### config.mk
export PLATFORM = sky130hd
export DESIGN_NAME = mdio_master
export DESIGN_NICKNAME = d
export VERILOG_FILES = /design/src/rtl/mdio_pkg.sv /design/src/rtl/mdc_gen.sv /design/src/rtl/mdio_frame.sv /design/src/rtl/mdio_master.sv
export SDC_FILE = /design/constraint.sdc
export NUM_CORES = 1
export LEC_CHECK = 0
export BUFFER_PORTS_ARGS = -buffer_cell sky130_fd_sc_hd__buf_2
export CORE_MARGIN = 1.5
export CORE_UTILIZATION = 35
export CTS_CLUSTER_DIAMETER = 120
export CTS_CLUSTER_SIZE = 30
export DETAILED_ROUTE_END_ITERATION = 10
export SLEW_MARGIN = 30
export SYNTH_ARGS = -nofsm -noshare
export SYNTH_HDL_FRONTEND = slang
export SYNTH_SLANG_ARGS = --single-unit
export TNS_END_PERCENT = 10
### constraint.sdc
create_clock -name clk -period 5.9 [get_ports clk]
set_clock_uncertainty 0.05 [all_clocks]
set_input_delay 1.18 -clock clk [delete_from_list [all_inputs] [get_ports clk]]
set_output_delay 1.18 -clock clk [all_outputs]
set_load 0.02 [all_outputs]
### src/rtl/mdio_pkg.sv
package mdio_pkg;
   localparam int BODY_W = 32;   // frame bits after the preamble
   localparam int TA_W   = 2;
   localparam int DAT_W  = 16;
   localparam int ADR_W  = 5;

   localparam logic [1:0] SOF_BITS = 2'b01;
   localparam logic [1:0] OPC_WR   = 2'b01;
   localparam logic [1:0] OPC_RD   = 2'b10;
   localparam logic [1:0] TA_DRIVE = 2'b10;

   typedef enum logic [1:0] {
      ST_IDLE,
      ST_ARM,
      ST_SHIFT
   } shift_state_e;
endpackage

### src/rtl/mdc_gen.sv
module mdc_gen #(
   parameter int DIV_W = 6
) (
   input  logic             clk,
   input  logic             rst_n,
   input  logic [DIV_W-1:0] div,
   output logic             mdc,
   output logic             rise_stb,
   output logic             fall_stb,
   output logic [DIV_W:0]   phase_cnt
);
   localparam int CW = DIV_W + 1;

   logic [DIV_W-1:0] act_q;
   logic [CW-1:0]    cnt_q;
   logic             mdc_q;
   logic [CW-1:0]    last_cnt;
   logic             turn;

   assign last_cnt = {act_q, 1'b0} - CW'(1);
   assign turn     = (div != '0) && (act_q != '0) && (cnt_q == last_cnt);
   assign rise_stb = turn && !mdc_q;
   assign fall_stb = turn && mdc_q;
   assign mdc       = mdc_q;
   assign phase_cnt = cnt_q;

   always_ff @(posedge clk) begin
      if (!rst_n) begin
         act_q <= '0;
         cnt_q <= '0;
         mdc_q <= 1'b0;
      end else if (div == '0) begin
         act_q <= '0;
         cnt_q <= '0;
         mdc_q <= 1'b0;
      end else if (act_q == '0) begin
         act_q <= div;
         cnt_q <= '0;
      end else if (turn) begin
         mdc_q <= ~mdc_q;
         cnt_q <= '0;
         act_q <= div;
      end else begin
         cnt_q <= cnt_q + CW'(1);
      end
   end

   a_r2_parked_low: assert property (@(posedge clk) disable iff (!rst_n)
      (div == '0) |=> !mdc_q);
   a_r12_count_bound: assert property (@(posedge clk) disable iff (!rst_n)
      (act_q != '0) |-> (cnt_q < {act_q, 1'b0}));
   a_r5_count_held: assert property (@(posedge clk) disable iff (!rst_n)
      (act_q != '0 && div != '0 && !turn) |=> $stable(act_q));
   a_r1_edge_restart: assert property (@(posedge clk) disable iff (!rst_n)
      (rise_stb || fall_stb) |=> (cnt_q == '0));
endmodule

### src/rtl/mdio_frame.sv
module mdio_frame
   import mdio_pkg::*;
#(
   parameter int PRE_LEN     = 32,
   parameter int SYNC_STAGES = 0
) (
   input  logic             clk,
   input  logic             rst_n,
   input  logic             run_ok,
   input  logic             no_pre,
   input  logic             rise_stb,
   input  logic             fall_stb,
   input  logic             start,
   input  logic             rd,
   input  logic [ADR_W-1:0] phy,
   input  logic [ADR_W-1:0] regad,
   input  logic [DAT_W-1:0] wdata,
   input  logic             mdio_i,
   output logic             busy,
   output logic             done,
   output logic [DAT_W-1:0] rdata,
   output logic             mdio_o,
   output logic             mdio_oe
);
   localparam int FRM_W = PRE_LEN + BODY_W;
   localparam int RW    = $clog2(FRM_W + 1);
   localparam logic [RW-1:0] N_FULL = RW'(FRM_W);
   localparam logic [RW-1:0] N_BODY = RW'(BODY_W);
   localparam logic [RW-1:0] N_DAT  = RW'(DAT_W);
   localparam logic [RW-1:0] N_REL  = RW'(TA_W + DAT_W);
   localparam logic [RW-1:0] N_ONE  = RW'(1);

   if (PRE_LEN < 1 || PRE_LEN > 64) begin : g_bad_pre
      $error("mdio_frame: PRE_LEN out of range");
   end
   if (SYNC_STAGES < 0 || SYNC_STAGES > 3) begin : g_bad_sync
      $error("mdio_frame: SYNC_STAGES out of range");
   end

   // optional input synchroniser on the pad input
   logic mdio_s;
   if (SYNC_STAGES == 0) begin : g_nosync
      assign mdio_s = mdio_i;
   end else begin : g_sync
      logic [SYNC_STAGES-1:0] chain_q;
      always_ff @(posedge clk) begin
         if (!rst_n) chain_q <= '0;
         else        chain_q <= {chain_q[SYNC_STAGES-2+1-1:0], mdio_i} >> 0;
      end
      assign mdio_s = chain_q[SYNC_STAGES-1];
   end

   shift_state_e     state_q;
   logic [FRM_W-1:0] sr_q;
   logic [FRM_W-1:0] word;
   logic [RW-1:0]    remain_q;
   logic [RW-1:0]    nbits_q;
   logic [RW-1:0]    nxt_rem;
   logic             is_rd_q;
   logic             out_q;
   logic             oe_q;
   logic             done_q;
   logic [DAT_W-1:0] rd_sh_q;
   logic             accept;

   assign word = {{PRE_LEN{1'b1}}, SOF_BITS, (rd ? OPC_RD : OPC_WR), phy, regad,
                  (rd ? 2'b00 : TA_DRIVE), (rd ? {DAT_W{1'b0}} : wdata)};
   assign accept  = (state_q == ST_IDLE) && start && run_ok;
   assign nxt_rem = remain_q - N_ONE;

   always_ff @(posedge clk) begin
      if (!rst_n) begin
         state_q  <= ST_IDLE;
         sr_q     <= '0;
         remain_q <= '0;
         nbits_q  <= '0;
         is_rd_q  <= 1'b0;
         out_q    <= 1'b0;
         oe_q     <= 1'b0;
         done_q   <= 1'b0;
         rd_sh_q  <= '0;
      end else begin
         done_q <= 1'b0;
         unique case (state_q)
            ST_IDLE: begin
               if (accept) begin
                  sr_q    <= no_pre ? (word << PRE_LEN) : word;
                  nbits_q <= no_pre ? N_BODY : N_FULL;
                  is_rd_q <= rd;
                  rd_sh_q <= '0;
                  state_q <= ST_ARM;
               end
            end
            ST_ARM: begin
               if (fall_stb) begin
                  out_q    <= sr_q[FRM_W-1];
                  sr_q     <= sr_q << 1;
                  remain_q <= nbits_q;
                  oe_q     <= 1'b1;
                  state_q  <= ST_SHIFT;
               end
            end
            ST_SHIFT: begin
               if (rise_stb) begin
                  if (is_rd_q && remain_q <= N_DAT)
                     rd_sh_q <= {rd_sh_q[DAT_W-2:0], mdio_s};
                  if (remain_q == N_ONE) begin
                     done_q  <= 1'b1;
                     oe_q    <= 1'b0;
                     state_q <= ST_IDLE;
                  end
               end else if (fall_stb) begin
                  out_q    <= sr_q[FRM_W-1];
                  sr_q     <= sr_q << 1;
                  remain_q <= nxt_rem;
                  oe_q     <= !(is_rd_q && nxt_rem <= N_REL);
               end
            end
            default: state_q <= ST_IDLE;
         endcase
      end
   end

   assign busy    = (state_q != ST_IDLE);
   assign done    = done_q;
   assign rdata   = rd_sh_q;
   assign mdio_o  = out_q;
   assign mdio_oe = oe_q;

   a_r3_no_start_parked: assert property (@(posedge clk) disable iff (!rst_n)
      (state_q == ST_IDLE && !run_ok) |=> (state_q == ST_IDLE));
   a_r9_released: assert property (@(posedge clk) disable iff (!rst_n)
      (state_q == ST_SHIFT && is_rd_q && remain_q <= N_REL) |-> !oe_q);
   a_r10_done_single: assert property (@(posedge clk) disable iff (!rst_n)
      done_q |=> !done_q);
   a_r11_busy_kind_kept: assert property (@(posedge clk) disable iff (!rst_n)
      (state_q != ST_IDLE && start) |=> $stable(is_rd_q));
   a_r13_change_on_fall: assert property (@(posedge clk) disable iff (!rst_n)
      $changed(out_q) |-> $past(fall_stb));
endmodule

### src/rtl/mdio_master.sv
module mdio_master
   import mdio_pkg::*;
#(
   parameter int DIV_W       = 6,
   parameter int PRE_LEN     = 32,
   parameter int SYNC_STAGES = 0
) (
   input  logic             clk,
   input  logic             rst_n,
   input  logic             cfg_we,
   input  logic [31:0]      cfg_wdata,
   output logic [31:0]      cfg_rdata,
   output logic [DIV_W:0]   mdc_phase,
   input  logic             cmd_start,
   input  logic             cmd_read,
   input  logic [4:0]       cmd_phy,
   input  logic [4:0]       cmd_reg,
   input  logic [15:0]      cmd_wdata,
   output logic             cmd_busy,
   output logic             cmd_done,
   output logic [15:0]      cmd_rdata,
   output logic             mdc,
   input  logic             mdio_i,
   output logic             mdio_o,
   output logic             mdio_oe
);
   localparam int DIS_BIT = 7;

   if (DIV_W < 1 || DIV_W > 6) begin : g_bad_div
      $error("mdio_master: DIV_W must lie in 1..6");
   end

   logic [DIV_W-1:0] div_q;
   logic             dis_q;
   logic             rise_stb;
   logic             fall_stb;

   always_ff @(posedge clk) begin
      if (!rst_n) begin
         div_q <= '0;
         dis_q <= 1'b0;
      end else if (cfg_we) begin
         div_q <= cfg_wdata[DIV_W:1];
         dis_q <= cfg_wdata[DIS_BIT];
      end
   end

   always_comb begin
      cfg_rdata            = '0;
      cfg_rdata[DIS_BIT]   = dis_q;
      cfg_rdata[DIV_W:1]   = div_q;
   end

   mdc_gen #(.DIV_W(DIV_W)) u_clk (
      .clk       (clk),
      .rst_n     (rst_n),
      .div       (div_q),
      .mdc       (mdc),
      .rise_stb  (rise_stb),
      .fall_stb  (fall_stb),
      .phase_cnt (mdc_phase)
   );

   mdio_frame #(.PRE_LEN(PRE_LEN), .SYNC_STAGES(SYNC_STAGES)) u_frm (
      .clk      (clk),
      .rst_n    (rst_n),
      .run_ok   (div_q != '0),
      .no_pre   (dis_q),
      .rise_stb (rise_stb),
      .fall_stb (fall_stb),
      .start    (cmd_start),
      .rd       (cmd_read),
      .phy      (cmd_phy),
      .regad    (cmd_reg),
      .wdata    (cmd_wdata),
      .mdio_i   (mdio_i),
      .busy     (cmd_busy),
      .done     (cmd_done),
      .rdata    (cmd_rdata),
      .mdio_o   (mdio_o),
      .mdio_oe  (mdio_oe)
   );

   a_r6_reserved_zero: assert property (@(posedge clk) disable iff (!rst_n)
      (cfg_rdata[31:8] == '0) && !cfg_rdata[0]);
   a_r10_done_ends_busy: assert property (@(posedge clk) disable iff (!rst_n)
      cmd_done |-> !cmd_busy);
endmodule

==> results.rst <==
.. list-table::
   :header-rows: 1

   * - Metric
     - Value
   * - Vias per std cell
     - 5.635
   * - Die area
     - around 17000 um2
   * - Synthesis-to-finish area growth
     - 17.04%
   * - Clock tree root driver cell
     - sky130_fd_sc_hd__clkbuf_16
   * - CTS Hold Bufs
     - 0
   * - Post-layout net count
     - 790
   * - Worst vdd ir
     - 0.2923 mV
   * - Final routed DRC violation total
     - 0
   * - Placer's final routability congestion estimate
     - around 0.86
   * - Cells after Synth
     - roughly 680
   * - Critical Path, Cell by Cell
     - nor4_1 > a22oi_1 > o2111a_1 > nand4_1 > buf_4 > and2_2 > buf_4 > o31ai_1
   * - Post-layout instance area
     - between 6000 and 7000 um2
   * - Row cnt
     - 46
   * - Sink count of the clock tree
     - 116
   * - HPWL after detailed placement
     - about 9.3 mm
   * - Largest net degree at the start of global routing
     - 100
   * - Hold violation total from the final report
     - 0
   * - Startpoint kind of the worst setup timing path
     - flop
   * - Slew at the pin closest to its max-slew limit
     - between 0.9 and 1 ns
   * - Number of max-slew violations in the final report
     - 0
   * - Via count
     - around 5300
   * - Setup repair after global routing missed its margin
     - false
   * - Synthesized area per cell
     - roughly 8.5 um2
   * - Static Leakage
     - between 2 and 3 nW
   * - Count of instances resized after the clock tree is built
     - 0
   * - First-pass GRT wire length
     - approximately 25 mm
   * - Number of enable flip-flop cells after synthesis
     - 0
   * - DR iter-0 viols
     - about 420
   * - Power per Cell Area
     - between 400 and 500 nW/um2
   * - Worst max-slew margin expressed relative to the limit
     - 0.3431
   * - Area of the core
     - between 15000 and 20000 um2
   * - Cell Area, Synth
     - 5778 um2
   * - Startpoint-to-endpoint class of the critical path
     - reg -> reg
   * - Antenna Violating Nets Remaining
     - 0
   * - Aggregate global-route resource usage
     - 0.1732
   * - Router iterations before antenna repair
     - 5
   * - Total negative slack for setup checks
     - 0 ns
   * - Fraction of final layout cells sized beyond drive strength 1
     - 0.1708
   * - Async S/R FF share, synth
     - 0
   * - Clock transition time at the flip-flop clock pins of the worst setup and hold paths
     - ~0.05 ns
   * - Cell with the biggest individual delay on the critical path
     - sky130_fd_sc_hd__and2_2
   * - Detailed-route wire length per cell
     - 15.90 um
   * - Crit path max-delay family
     - simple AND/OR/NAND/NOR gates
   * - Library cells used by synthesis
     - 50
   * - Clk Latency, worst-skew pair
     - roughly 0.4 ns
   * - Post-Route WL
     - ~15 mm
   * - Initial antenna violation count
     - 0
   * - Critical path's most frequent cell
     - sky130_fd_sc_hd__buf_4
   * - WP data arrival
     - approximately 4.4 ns
   * - Number of primary I/O pins
     - approximately 120
   * - Highest clock frequency the design can meet
     - 240.6 MHz
   * - Post-route clock period utilization
     - 0.7045
   * - Worst setup EP type
     - flop
   * - Die Y
     - 131.5 um
   * - Max-cap violations
     - 0
   * - Register area share after synthesis
     - 0.4019
   * - Horizontal extent of the die
     - 131.5 um
   * - Post-Place Cell Area
     - 6101 um2
   * - Initial Util
     - 0.3611
   * - Number of buffers added on ports
     - 73
   * - Setup violations, final
     - 0
   * - Register bit total from synthesis
     - around 120
   * - Clock period minus final worst setup slack
     - 4.156 ns
   * - Data required time of the critical path
     - roughly 6.1 ns
   * - Timing startpoint of the critical path
     - div_q[5]$_SDFFE_PN0P_
   * - Count of buffers added by post-CTS timing repair for setup
     - 0
   * - Worst-path maximum fanout
     - 65
   * - Peak per-stage delay on the critical path
     - between 0.9 and 1 ns
   * - Status
     - finished clean
   * - Commonest register cell after synthesis
     - sky130_fd_sc_hd__dfxtp_1
   * - Class of the tightest hold or removal check
     - reg -> reg
   * - Clock buffers created by TritonCTS
     - 17
   * - Total of warnings raised by yosys
     - 0
   * - Grt ovf
     - 0
   * - Critical R2R Launch
     - div_q[5]$_SDFFE_PN0P_
   * - Worst hold start
     - u_frm.rdata[15]$_SDFFE_PN0P_
   * - Number of buffers and inverters on the critical path
     - 2
   * - Largest buffer count on any clock path
     - 2
   * - Number of global-route vias before repair
     - approximately 5000
   * - Clock H-tree levels
     - 4
   * - TritonCTS clock tree
     - done
   * - Fillers
     - between 1500 and 2000
   * - Inserted Diodes
     - 0
-- worst paths after layout --
| check | to | cells past startpoint | slack [ns] |
|---|---|---|---|
| max | u_frm.sr_q[6]$_SDFFE_PN0P_ | 8 | 1.74 |
| min | u_frm.rdata[15]$_SDFFE_PN0P_ | 2 | 0.40 |
| max reg2reg | u_frm.sr_q[6]$_SDFFE_PN0P_ | 8 | 1.74 |
| min reg2reg | u_frm.rdata[15]$_SDFFE_PN0P_ | 2 | 0.40 |
-- registers in the layout, summed over array words and instances, names as in the netlist, 2 cells and up --
signal,count
div_q,6
u_clk.act_q,6
u_clk.phase_cnt,7
u_frm.nbits_q,2
u_frm.rdata,16
u_frm.remain_q,7
u_frm.sr_q,64
u_frm.state_q,2
-- through the flow --
step | power (mW) | hold WS, ns | util | setup slack [ns] | std cells
after floorplan | 1.554 | 0.3843 | - | 3.267 | 705
after global placement | 1.655 | 0.3967 | 0.3803 | 1.861 | 911
after detailed placement | 1.683 | 0.4025 | 0.3813 | 1.770 | 912
after CTS | 2.830 | 0.4097 | 0.4223 | 1.740 | 942
after global routing | 2.955 | 0.4321 | 0.4227 | 1.463 | 942
final | 2.809 | 0.4039 | 0.4227 | 1.744 | 942
-- tightest hold or removal path: stages (launching register included) --
cell,delay (ns)
sky130_fd_sc_hd__dfxtp_1,0.31
sky130_fd_sc_hd__nand2_1,0.05
sky130_fd_sc_hd__a21oi_1,0.05
-- layout by cell type (no fill, tap or decap), types with 3 or more instances in the layout --
cell,instances
sky130_fd_sc_hd__a211oi_1,3
sky130_fd_sc_hd__a21oi_1,35
sky130_fd_sc_hd__a22oi_1,27
sky130_fd_sc_hd__a31oi_1,3
sky130_fd_sc_hd__and3_1,4
sky130_fd_sc_hd__buf_2,73
sky130_fd_sc_hd__buf_4,9
sky130_fd_sc_hd__bufinv_16,5
sky130_fd_sc_hd__clkbuf_16,17
sky130_fd_sc_hd__clkbuf_8,4
sky130_fd_sc_hd__conb_1,25
sky130_fd_sc_hd__dfxtp_1,116
sky130_fd_sc_hd__ha_1,10
sky130_fd_sc_hd__inv_1,32
sky130_fd_sc_hd__mux2i_1,15
sky130_fd_sc_hd__nand2_1,39
sky130_fd_sc_hd__nand2b_1,3
sky130_fd_sc_hd__nand3_1,11
sky130_fd_sc_hd__nand4_1,82
sky130_fd_sc_hd__nor2_1,31
sky130_fd_sc_hd__nor2b_1,3
sky130_fd_sc_hd__nor3_1,6
sky130_fd_sc_hd__nor3b_1,3
sky130_fd_sc_hd__o211ai_1,32
sky130_fd_sc_hd__o21ai_0,9
sky130_fd_sc_hd__o21ai_1,33
sky130_fd_sc_hd__o221ai_1,11
sky130_fd_sc_hd__o31ai_1,33
sky130_fd_sc_hd__or3_1,3
sky130_fd_sc_hd__xnor2_1,8
sky130_fd_sc_hd__xor2_1,6
-- power by group --
part	internal [mW]	switching (mW)	total, mW
logic	0.195	0.460	0.656
clock network	0.787	0.349	1.14
registers	0.935	0.0830	1.02
-- kinds of logic after synthesis --
family | Yosys count | share of synthesized area
AO/OA/AOI/OAI | 202 | 0.2388
XOR/XNOR | 14 | 0.02122
adder cells (fa/ha/maj) | 11 | 0.02382
buffers and inverters | 125 | 0.1068
flip-flops | 116 | 0.4019
multiplexers | 16 | 0.02793
other | 1 | 0.0006490
AND/OR/NAND/NOR | 196 | 0.1789
-- layout make-up --
cell class / instances / area (um2) / share of cell area
Sequential cell: 116 / 2322 / 0.3434
Inverter: 33 / 123.9 / 0.01832
Multi-Input combinational cell: 464 / 2947 / 0.4357
Clock inverter: 9 / 175.2 / 0.02590
Timing Repair Buffer: 83 / 444.2 / 0.06568
Clock buffer: 21 / 480.5 / 0.07105
Tap cell: 216 / 270.3 / 0.03996
-- cells in the mapped netlist (4+ instances only) --
cell type	number	area share
sky130_fd_sc_hd__nand2_1	39	0.025
sky130_fd_sc_hd__a21oi_1	35	0.030
sky130_fd_sc_hd__a22oi_1	27	0.035
sky130_fd_sc_hd__nand3_1	11	0.0095
sky130_fd_sc_hd__buf_6	5	0.0097
sky130_fd_sc_hd__ha_1	11	0.024
sky130_fd_sc_hd__dfxtp_1	116	0.40
sky130_fd_sc_hd__o31ai_1	33	0.043
sky130_fd_sc_hd__xor2_1	6	0.0091
sky130_fd_sc_hd__mux2i_1	15	0.026
sky130_fd_sc_hd__clkbuf_1	52	0.034
sky130_fd_sc_hd__nor2_1	32	0.021
sky130_fd_sc_hd__o221ai_1	11	0.017
sky130_fd_sc_hd__xnor2_1	8	0.012
sky130_fd_sc_hd__o21ai_1	33	0.029
sky130_fd_sc_hd__o21ai_0	9	0.0078
sky130_fd_sc_hd__nand4_1	82	0.089
sky130_fd_sc_hd__buf_4	28	0.036
sky130_fd_sc_hd__and3_1	4	0.0043
sky130_fd_sc_hd__buf_2	4	0.0035
sky130_fd_sc_hd__o211ai_1	32	0.042
sky130_fd_sc_hd__nor3_1	7	0.0061
sky130_fd_sc_hd__inv_1	33	0.021
-- layer usage --
| metal | up-vias | GRT usage | wire length, um |
|---|---|---|---|
| li1 | 2560 | - | - |
| met5 | - | 0 | 0 |
| met4 | 0 | 0.06605 | 189 |
| met2 | 170 | 0.2763 | 7173 |
| met3 | 17 | 0.04514 | 860 |
| met1 | 2561 | 0.2236 | 6751 |
(Power assumes the default switching activity.)
